File: config.mk
export PLATFORM = sky130hd
export DESIGN_NAME = vcap_downsampler
export DESIGN_NICKNAME = d
export VERILOG_FILES = /design/src/rtl/vcap_pkg.sv /design/src/rtl/vcap_timing.sv /design/src/rtl/vcap_linebuf.sv /design/src/rtl/vcap_downsampler.sv
export SDC_FILE = /design/constraint.sdc
export NUM_CORES = 2
export LEC_CHECK = 0
export BUFFER_PORTS_ARGS = -buffer_cell sky130_fd_sc_hd__buf_2
export CAP_MARGIN = 20
export CORE_UTILIZATION = 40
export DETAILED_ROUTE_END_ITERATION = 7
export PLACE_DENSITY = 0.52
export REMOVE_ABC_BUFFERS = 1
export SLEW_MARGIN = 15
export SYNTH_ARGS = -nofsm -noshare
export SYNTH_HDL_FRONTEND = slang
export SYNTH_SLANG_ARGS = --single-unit
File: constraint.sdc
create_clock -name clk -period 5.4 [get_ports clk]
set_clock_uncertainty 0.05 [all_clocks]
set_input_delay 0 -clock clk [delete_from_list [all_inputs] [get_ports clk]]
set_output_delay 0 -clock clk [all_outputs]
set_load 0.005 [all_outputs]
File: src/rtl/vcap_pkg.sv
package vcap_pkg;

    typedef enum logic [1:0] {
        ST_IDLE,
        ST_WAIT_TOP,
        ST_WAIT_BOT,
        ST_CAPT
    } cap_st_e;

    // rounded-up mean of two samples
    function automatic logic [7:0] avg_up(input logic [7:0] a, input logic [7:0] b);
        logic [8:0] s;
        s = {1'b0, a} + {1'b0, b} + 9'd1;
        return s[8:1];
    endfunction

endpackage

File: src/rtl/vcap_timing.sv
module vcap_timing #(
    parameter int ACT_PIX = 768
) (
    input  logic                              clk,
    input  logic                              rst_n,
    input  logic [7:0]                        byte_i,
    output logic                              code_stb,
    output logic                              code_f,
    output logic                              code_v,
    output logic                              code_h,
    output logic                              act_stb,
    output logic [$clog2(2*ACT_PIX)-1:0]      act_idx,
    output logic                              act_f,
    output logic                              act_v
);
    localparam int ACT_BYTES = 2 * ACT_PIX;
    localparam int IW        = $clog2(ACT_BYTES);

    typedef struct packed {
        logic [7:0]    h2;
        logic [7:0]    h1;
        logic [7:0]    h0;
        logic          active;
        logic [IW-1:0] idx;
        logic          f;
        logic          v;
    } tim_t;

    localparam tim_t TIM_RST = '{h2: '0, h1: '0, h0: '0, active: 1'b0,
                                 idx: '0, f: 1'b0, v: 1'b0};

    tim_t q, d;
    logic hit;

    always_comb begin
        d    = q;
        hit  = (q.h2 == 8'hFF) && (q.h1 == 8'h00) && (q.h0 == 8'h00) && byte_i[7];
        d.h2 = q.h1;
        d.h1 = q.h0;
        d.h0 = byte_i;
        if (hit) begin
            d.active = !byte_i[4];
            d.idx    = '0;
            d.f      = byte_i[6];
            d.v      = byte_i[5];
        end else if (q.active) begin
            if (q.idx == IW'(ACT_BYTES - 1)) begin
                d.active = 1'b0;
            end
            d.idx = q.idx + 1'b1;
        end
    end

    always_ff @(posedge clk or negedge rst_n) begin
        if (!rst_n) begin
            q <= TIM_RST;
        end else begin
            q <= d;
        end
    end

    assign code_stb = hit;
    assign code_f   = byte_i[6];
    assign code_v   = byte_i[5];
    assign code_h   = byte_i[4];
    assign act_stb  = q.active;
    assign act_idx  = q.idx;
    assign act_f    = q.f;
    assign act_v    = q.v;

endmodule

File: src/rtl/vcap_linebuf.sv
module vcap_linebuf #(
    parameter int DEPTH = 160,
    parameter int DW    = 8
) (
    input  logic                     clk,
    input  logic                     we,
    input  logic [$clog2(DEPTH)-1:0] addr,
    input  logic [DW-1:0]            wdata,
    output logic [DW-1:0]            rdata
);
    logic [DW-1:0] mem [DEPTH];

    always_ff @(posedge clk) begin
        if (we) begin
            mem[addr] <= wdata;
        end
    end

    assign rdata = mem[addr];

endmodule

File: src/rtl/vcap_downsampler.sv
module vcap_downsampler
    import vcap_pkg::*;
#(
    parameter int ACT_PIX     = 768,
    parameter int FIELD_LINES = 288,
    parameter int OUT_W       = 320,
    parameter int OUT_H       = 240,
    parameter int ADDR_W      = $clog2(OUT_W * OUT_H * 3 / 2)
) (
    input  logic              clk,
    input  logic              rst_n,
    input  logic [7:0]        vid_byte,
    input  logic              cap_req,
    output logic              mem_we,
    output logic [ADDR_W-1:0] mem_addr,
    output logic [7:0]        mem_data,
    output logic              frame_done
);
    localparam int H0      = (ACT_PIX - OUT_W) / 2;
    localparam int V0      = (FIELD_LINES - OUT_H) / 2;
    localparam int CW      = OUT_W / 2;
    localparam int Y_SIZE  = OUT_W * OUT_H;
    localparam int C_SIZE  = CW * (OUT_H / 2);
    localparam int CB_BASE = Y_SIZE;
    localparam int CR_BASE = Y_SIZE + C_SIZE;
    localparam int TOTAL   = Y_SIZE + 2 * C_SIZE;
    localparam int IW      = $clog2(2 * ACT_PIX);
    localparam int LW      = $clog2(FIELD_LINES);
    localparam int CAW     = $clog2(CW);

    typedef struct packed {
        cap_st_e           st;
        logic [LW-1:0]     line;
        logic              we;
        logic [ADDR_W-1:0] addr;
        logic [7:0]        data;
        logic              done;
    } cap_t;

    localparam cap_t CAP_RST = '{st: ST_IDLE, line: '0, we: 1'b0,
                                 addr: '0, data: '0, done: 1'b0};

    logic          code_stb, code_f, code_v, code_h;
    logic          act_stb, act_f, act_v;
    logic [IW-1:0] act_idx;
    logic [1:0]    lb_we;
    logic [CAW-1:0] lb_addr;
    logic [7:0]    lb_rd [2];
    cap_t          q, d;
    cap_st_e       st_now;

    int   row, lx, cx;
    logic take, luma_hit, chroma_hit, is_cr, sav_bot;
    logic [7:0] chroma_avg;

    vcap_timing #(.ACT_PIX(ACT_PIX)) u_timing (
        .clk      (clk),
        .rst_n    (rst_n),
        .byte_i   (vid_byte),
        .code_stb (code_stb),
        .code_f   (code_f),
        .code_v   (code_v),
        .code_h   (code_h),
        .act_stb  (act_stb),
        .act_idx  (act_idx),
        .act_f    (act_f),
        .act_v    (act_v)
    );

    assign lb_addr = CAW'(int'(act_idx) / 4 - H0 / 2);

    // one line buffer per chroma component: index 0 Cb, 1 Cr
    for (genvar c = 0; c < 2; c++) begin : g_lb
        vcap_linebuf #(.DEPTH(CW), .DW(8)) u_lb (
            .clk   (clk),
            .we    (lb_we[c]),
            .addr  (lb_addr),
            .wdata (vid_byte),
            .rdata (lb_rd[c])
        );
    end

    always_comb begin
        d          = q;
        d.we       = 1'b0;
        d.done     = 1'b0;
        lb_we      = '0;
        row        = int'(q.line) - V0;
        lx         = int'(act_idx) / 2;
        cx         = int'(act_idx) / 4;
        is_cr      = act_idx[1];
        take       = (q.st == ST_CAPT) && act_stb && act_f && !act_v &&
                     (row >= 0) && (row < OUT_H);
        luma_hit   = take && act_idx[0] && (lx >= H0) && (lx < H0 + OUT_W);
        chroma_hit = take && !act_idx[0] && (cx >= H0 / 2) && (cx < H0 / 2 + CW);
        chroma_avg = avg_up(lb_rd[is_cr], vid_byte);
        sav_bot    = code_stb && code_f && !code_v && !code_h;

        case (q.st)
            ST_IDLE: begin
                if (cap_req) begin
                    d.st = ST_WAIT_TOP;
                end
            end
            ST_WAIT_TOP: begin
                if (code_stb && !code_f) begin
                    d.st = ST_WAIT_BOT;
                end
            end
            ST_WAIT_BOT: begin
                if (sav_bot) begin
                    d.st   = ST_CAPT;
                    d.line = '0;
                end
            end
            default: begin
                if (sav_bot) begin
                    d.line = q.line + 1'b1;
                end
                if (luma_hit) begin
                    d.we   = 1'b1;
                    d.addr = ADDR_W'(row * OUT_W + lx - H0);
                    d.data = vid_byte;
                    if ((row == OUT_H - 1) && (lx == H0 + OUT_W - 1)) begin
                        d.done = 1'b1;
                        d.st   = ST_IDLE;
                    end
                end else if (chroma_hit) begin
                    if ((row % 2) == 0) begin
                        lb_we[is_cr] = 1'b1;
                    end else begin
                        d.we   = 1'b1;
                        d.addr = ADDR_W'((is_cr ? CR_BASE : CB_BASE) +
                                         (row / 2) * CW + cx - H0 / 2);
                        d.data = chroma_avg;
                    end
                end
            end
        endcase
    end

    always_ff @(posedge clk or negedge rst_n) begin
        if (!rst_n) begin
            q <= CAP_RST;
        end else begin
            q <= d;
        end
    end

    assign mem_we     = q.we;
    assign mem_addr   = q.addr;
    assign mem_data   = q.data;
    assign frame_done = q.done;
    assign st_now     = q.st;

endmodule

Word level (Yosys, flattened, before mapping):

Memories as Yosys holds them, arrays and structs flattened.
Index checks and enable logic that the tools add are counted.

* register bits after elaboration: 76
* RAM bits: 2560
* memories: 2
* output and inout bits: 27
* word-level logic and storage cells: 122

Memory list
* g_lb[0].u_lb.mem: depth 160, bits a word 8, read ports 1, clocked after memory_dff 0, write ports 1, RTL line vcap_linebuf.sv:11 `logic [DW-1:0] mem [DEPTH];`
* g_lb[1].u_lb.mem: depth 160, bits a word 8, read ports 1, clocked after memory_dff 0, write ports 1, RTL line vcap_linebuf.sv:11

* $mul: 2
* reduce and logical (&&, ||, !) cells: 38
* bitwise operators: 4
* mux-type cells: 31
* order comparisons: 9
* $add $sub $neg: 12
* equality and inequality tests: 11

Operators by type and width (number)
* 26-bit two-way mux: 3
* 32-bit by 1-bit adder with 32-bit output: 1
* 32-bit logical NOT: 1
* 32-bit by 4-bit multiplier with 12-bit output, second input constant: 1
* 27-bit two-way mux: 1
* 12-bit two-way mux: 2
* 8-bit two-way mux: 3
* 1-bit logical AND: 20
* 9-bit by 1-bit adder with 9-bit output, second input constant: 2
* 9-bit case mux with 2 select lines: 1
* 17-bit by 10-bit adder with 17-bit output: 1
* 17-bit by 11-bit adder with 17-bit output: 1
* 17-bit adder: 1
* 17-bit by 8-bit subtractor with 17-bit output, second input constant: 1
* 17-bit by 9-bit subtractor with 17-bit output, second input constant: 1
* 8-bit logical NOT: 2
* 2-bit two-way mux: 8
* 15-bit two-way mux: 1
* 11-bit by 1-bit adder with 11-bit output, second input constant: 1
* 11-bit equality test, second input constant: 1
* 10-bit by 4-bit multiplier with 11-bit output, second input constant: 1
* 11-bit two-way mux: 1
* 10-bit equality test, second input constant: 1
* 10-bit by 9-bit equality test with 1-bit output, second input constant: 1
* other kinds (32): 50

Logic depth before layout (Yosys ltp):

* depth in word-level cells: 14
* depth in mapped cells: 26
* mapped depth without buffers: 24

Cells and area by module:

A second synthesis with hierarchy kept.

* cell total of the unflattened synthesis: 5407
* area, all modules: 105611.3 µm²

Modules (own cells, without submodules)
* vcap_linebuf: area an instance 49652.6 µm², cells an instance 2363, seq. area each 38436.9 µm², times used 2
* vcap_downsampler: area an instance 4885.9 µm², cells an instance 575, seq. area each 950.9 µm², times used 1
* vcap_timing: area an instance 1420.1 µm², cells an instance 106, seq. area each 950.9 µm², times used 1

Worst setup path before layout:

No wires, ideal clock.

* path kind: register to register
* start: reg q[32] (netlist name)
* end: reg q (netlist bit mem_addr[15])
* arrival time: 5022 ps
* cell stages (with the launch flop): 26
* data required time: 5223 ps
* buffers on the path: 2
* library setup time: 127 ps
* path slack: 200 ps
* clock period less this slack: 5200 ps
* cells stage by stage: dfrtp_1 -> clkbuf_1 -> or2_2 -> or4_1 -> buf_2 -> nor2_1 -> ha_1 -> nand2_1 -> nor2_1 -> xnor2_1 -> ha_1 -> ha_1 -> fa_1 -> inv_1 -> ha_1 -> inv_1 -> ha_1 -> ha_1 -> a21o_1 -> a21oi_1 -> o21bai_1 -> a31o_2 -> a21oi_1 -> xor2_1 -> a2bb2oi_1 -> o31ai_1

* word-level cells in the longest chain between the ends: 10
* elaborated cells between the ends (all ways): 27

RTL lines
* start, declared: RTL line vcap_downsampler.sv:49 `cap_t q, d;`
* start signal, assigned: RTL line vcap_downsampler.sv:144 `q <= CAP_RST;`
* start signal, assigned: RTL line vcap_downsampler.sv:146 `q <= d;`
* 9-bit by 5-bit subtractor with 10-bit output *: RTL line vcap_downsampler.sv:88 `row = int'(q.line) - V0;`
* 1-bit AND (no line)
* 32-bit by 1-bit adder with 32-bit output (no line)
* 32-bit by 4-bit multiplier with 12-bit output: RTL line vcap_downsampler.sv:134 `(row / 2) * CW + cx - H0 / 2);`
* 17-bit adder: RTL line vcap_downsampler.sv:133 `d.addr = ADDR_W'((is_cr ? CR_BASE : CB_BASE) +`
* 17-bit by 10-bit adder with 17-bit output: RTL line vcap_downsampler.sv:134
* 17-bit by 8-bit subtractor with 17-bit output: RTL line vcap_downsampler.sv:134
* 26-bit two-way mux: RTL line vcap_downsampler.sv:129 `if ((row % 2) == 0) begin`
* 26-bit two-way mux: RTL line vcap_downsampler.sv:128 `end else if (chroma_hit) begin`
* 26-bit two-way mux: RTL line vcap_downsampler.sv:120 `if (luma_hit) begin`

Every way passes the cells marked *; elsewhere a longest branch is shown, timed or not. The select of a mux whose other input is x is not followed.
A chain may end at the register's enable or synchronous reset.

Worst setup path in the final report:

* start: reg u_timing.q (netlist bit u_timing.act_idx[2])
* end: reg q (netlist bit mem_data[7])

* word-level cells in the longest chain between the ends: 10
* elaborated cells between the ends (all ways): 22

RTL lines
* start, declared: RTL line vcap_timing.sv:32 `tim_t q, d;`
* start signal, assigned: RTL line vcap_timing.sv:56 `q <= TIM_RST;`
* start signal, assigned: RTL line vcap_timing.sv:58 `q <= d;`
* 8-bit by 7-bit subtractor with 8-bit output: RTL line vcap_downsampler.sv:70 `assign lb_addr = CAW'(int'(act_idx) / 4 - H0 / 2);`
* memory read 160 x 8 bit
* 8-bit two-way mux (not written as such) (3 in series): RTL line vcap_downsampler.sv:96 `chroma_avg = avg_up(lb_rd[is_cr], vid_byte);`
* 8-bit by 8-bit adder with 9-bit output: RTL line vcap_pkg.sv:13 `s = {1'b0, a} + {1'b0, b} + 9'd1;`
* 9-bit by 1-bit adder with 9-bit output: RTL line vcap_pkg.sv:13
* 26-bit two-way mux: RTL line vcap_downsampler.sv:129
* 26-bit two-way mux: RTL line vcap_downsampler.sv:128
* 26-bit two-way mux: RTL line vcap_downsampler.sv:120

Several ways; a longest one is shown, not always the timed one. The select of a mux whose other input is x is not followed.

==> results by group <==
Setup path
  – Cells along the critical path: buf_12 > buf_12 > buf_4 > mux4_2 > mux4_2 > nor2_1 > a211o_1 > nand4_1 > o22ai_1 > buf_4 > fa_1 > inv_1 > a21o_1 > a21oi_1 > o21bai_1 > a21o_1 > a21o_1 > a21oi_1 > o21ai_0 > a22o_1
  – R2R depth: 20
  – Startpoint Class: register
  – Crit path DAT: ~6000 ps
  – Slowest stage delay, CP: ~550 ps
  – Slowest cell on crit path: dfrtp_4
  – Worst r2r src: u_timing.act_idx[2]
  – Crit Path Max Fanout: 26
  – Worst setup EP type: register
  – Setup CP Type: register to register
  – End of the worst register-to-register path: mem_data[7]
  – R2R Setup Slk: between 100 and 150 ps
  – CP most frequent cell: a21o_1
  – Top delay family on crit path: compound AO/OA/AOI/OAI gates
  – Crit path buf inv count: 5
  – Worst Path Required: between 6000 and 7000 ps

Placed design
  – Placement Setup Slack: roughly 74 ps
  – IO buf count: 37
  – Final HPWL DP: about 180000 um
  – Gp weighted congestion: around 0.82

Floorplan
  – FP Rows: 188
  – Starting density of the core: around two fifths
  – Die Ht: roughly 520 um
  – Core area: about 260000 sq um
  – Die Width: about 520 um
  – # IOs: 38
  – Die area: 265000 sq um

Min path
  – Hold path cells: 2
  – Hold crit path type: input pin to register
  – Hold Startpoint: vid_byte[5]
  – Hold Path End: g_lb[1].u_lb.mem[73][5]

Global routing
  – Largest net degree at the start of global routing: roughly 150
  – GRT met3 Usage: 3.75%
  – Initial antenna violation count: 17
  – GRT Overall Usage: about 22%
  – Global-route wire length before repair: slightly above 400000 um
  – GRT met1 Usage: 30.8%
  – Aggregate global routing overflow: 0
  – Vias in the first global route: 52800
  – Met2 Track Usage GR: between 30% and 40%
  – Most Crowded Layer GR: met2

STA
  – Setup_tns: 0 ps
  – Min Tclk post-route: about 5300 ps
  – FMAX: roughly 190 MHz
  – Max Slew Vio Count: 0
  – RSZ-0062 raised after global routing: yes
  – Period Utilization, post-route: 97.7%
  – Slew headroom: between 20 and 25%
  – Measured slew at the worst slew-check pin: about 1200 ps
  – Final setup fails: 0
  – Final hold vios: 0
  – Min setup slack post-route: 126 ps

Finish
  – Fillers: between 20000 and 25000
  – Area growth, synth to finish: 16.8%
  – Fin nets: 5625
  – Layout cells sized above 1: 33.4%

Power
  – VDD IR max: 0.353 mV
  – Power per cell area: ~350 nW/um^2
  – Pleak: around 39 nW
  – Post-layout power: roughly 43 mW

Routing
  – DRT Pass-1 Iters: 5
  – Vias post-DR: slightly above 50000
  – Wire per inst: about 31 um
  – DR iter-0 viols: about 5400
  – Post-route ant nets: 0
  – DRC: 0
  – Vias per inst: roughly 5.6
  – Final wirelength: 286000 um

Logic synthesis
  – Library cells used by synthesis: 76
  – Fraction of registers with async set/reset: 2.88%
  – Post-Syn Area: 105000 sq um
  – Sequential share of the synthesized area: between 70% and 80%
  – Syn Area/Cell: around 22 sq um
  – Number of synthesized flops with an enable pin: 2560
  – Main synth FF type: edfxtp_1
  – Synth Warn #: 0
  – Synthesized instance count: roughly 4800
  – Synthesized flop and latch total: ~2600

Clocking
  – CTS max path bufs: 4
  – Cts bufs inserted: about 300
  – Clock latency on the worst-skew pair: between 900 and 1000 ps
  – Clock root buffer master: clkbuf_16
  – H-Tree Depth: 5
  – CTS tree: done
  – Worst-path clk slew: around 60 ps
  – CTS Sinks: between 2000 and 3000

Run status
  – Outcome: finished, final reports clean

Run
  – Max Cap Viol: 0
[worst reg2reg max path, cell delays in order, from the launching register on]
cell      delay (ps)
dfrtp_4          550
buf_12           200
buf_12           260
buf_4            270
mux4_2           510
mux4_2           550
nor2_1           250
a211o_1          330
nand4_1          150
o22ai_1          220
buf_4            160
fa_1             190
inv_1             50
a21o_1           180
a21oi_1          190
o21bai_1         170
a21o_1           240
a21o_1           180
a21oi_1          170
o21ai_0           90
a22o_1           190
[routing by layer]
layer | part of all wire, % | vias to the layer above
met1 | 43 | 28200
met2 | 48 | 1652
met3 | 6.3 | 390
met4 | 2.2 | 0
met5 | 0 | -
li1 | - | 21500
[placed cells by master, fill, tap and decap left out, drive strengths merged, types with 5 or more instances in the layout]
cell type,synthesis,routed
edfxtp,2560,2560
mux4,796,796
buf,171,652
nor2,371,371
clkbuf,130,359
nand2,124,124
clkinv,0,122
ha,93,93
dfrtp,76,76
inv,65,72
o21ai,57,57
xnor2,47,47
a21oi,40,40
mux2i,30,30
bufinv,0,23
mux2,22,22
xor2,20,20
a22oi,19,19
nand3,18,18
dlygate4sd3,0,17
nand4,16,16
o21bai,16,16
nor2b,15,15
a21o,14,14
a221oi,13,13
nand2b,11,11
and3,9,9
nor3,7,7
and2,7,7
a22o,7,7
a31oi,7,7
diode,0,6
fa,6,6
o31ai,6,6
o22ai,5,5
o211ai,5,5
clkinvlp,0,5
a211oi,5,5
[through the flow]
| step | utilization (%) | hold slack (ps) | cells | instance area [sq um] |
|---|---|---|---|---|
| 2_1_floorplan | - | -346 | 4545 | 104000 |
| 3_3_place_gp | 43.3 | -47.6 | 8710 | 114000 |
| 3_5_place_dp | 43.3 | -40.0 | 8710 | 114000 |
| 4_1_cts | 46.9 | 5.03 | 9244 | 123000 |
| 5_1_grt | 47.0 | 44.7 | 9247 | 123000 |
| 6_report | 47.0 | 53.7 | 9251 | 123000 |
[cells by family (layout without fill, tap and decap cells)]
group,after synthesis,count (layout),synth area share (%)
flip-flops,2636,2636,74.8
multiplexers,848,848,17.6
AND/OR/NAND/NOR,607,607,2.43
buffers and inverters,368,1250,1.98
AO/OA/AOI/OAI,222,222,1.42
adder cells (fa/ha/maj),99,99,1.22
XOR/XNOR,68,68,0.578
other,0,6,0
[final cells by class]
cell class	count	area, sq um	area share, %
Inverter	65	244	0.198
Multi-Input combinational cell	1844	24700	20.1
Clock inverter	157	1390	1.13
Antenna cell	6	15.0	0.0122
Clock buffer	359	7840	6.37
Sequential cell	2636	78800	64.0
Timing Repair Buffer	669	5680	4.62
Tap cell	3515	4400	3.57
[worst max path at each step]
stage	slack, ps	startpoint	end	depth (start not counted)
3_5_place_dp	70	u_timing.act_idx[2]	mem_data[7]	19
6_report	130	u_timing.act_idx[2]	mem_data[7]	20
3_3_place_gp	90	q[33]	mem_addr[15]	23
2_1_floorplan	-23740	u_timing.act_idx[2]	mem_data[7]	16
4_1_cts	20	u_timing.act_idx[2]	mem_data[7]	19
5_1_grt	-40	u_timing.act_idx[2]	mem_data[7]	17
[flip-flops by register name (all words and copies together), names as in the netlist]
name              flops
u_timing.act_f        1
u_timing.act_v        1
st_now                2
mem_we                1
mem_data              8
mem_addr             17
u_timing.act_stb      1
frame_done            1
u_timing.d           16
g_lb.u_lb.mem      2560
q                     9
u_timing.act_idx     11
u_timing.q            8
[power breakdown]
| part | internal, mW | switching [mW] |
|---|---|---|
| Combinational | 0.244 | 0.653 |
| Clock | 11.4 | 8.04 |
| Sequential | 22.4 | 0.0152 |
| Total | 34.1 | 8.71 |
[timing repair]
| item | CTS | global route |
|---|---|---|
| endpoints found under the hold margin | 1549 | 0 |
| hold buffers | 18 | 0 |
| gates resized for setup | 0 | 18 |
| setup endpoints to repair | 0 | 8 |
| setup buffers | 0 | 1 |
[synthesized netlist by cell type, drive strengths merged (11+ instances only)]
cell	count	area [sq um]
nand2b	11	68.8
clkbuf	130	488
xor2	20	175
edfxtp	2560	76900
mux2i	30	300
nor2	371	1390
nand4	16	100
inv	65	244
mux2	22	248
a221oi	13	114
xnor2	47	412
a21oi	40	200
mux4	796	18000
o21bai	16	120
ha	93	1160
nor2b	15	93.8
o21ai	57	285
nand2	124	465
nand3	18	90.1
buf	171	1330
a22oi	19	143
dfrtp	76	1900
a21o	14	105
Power figures use the tool's default switching activity.
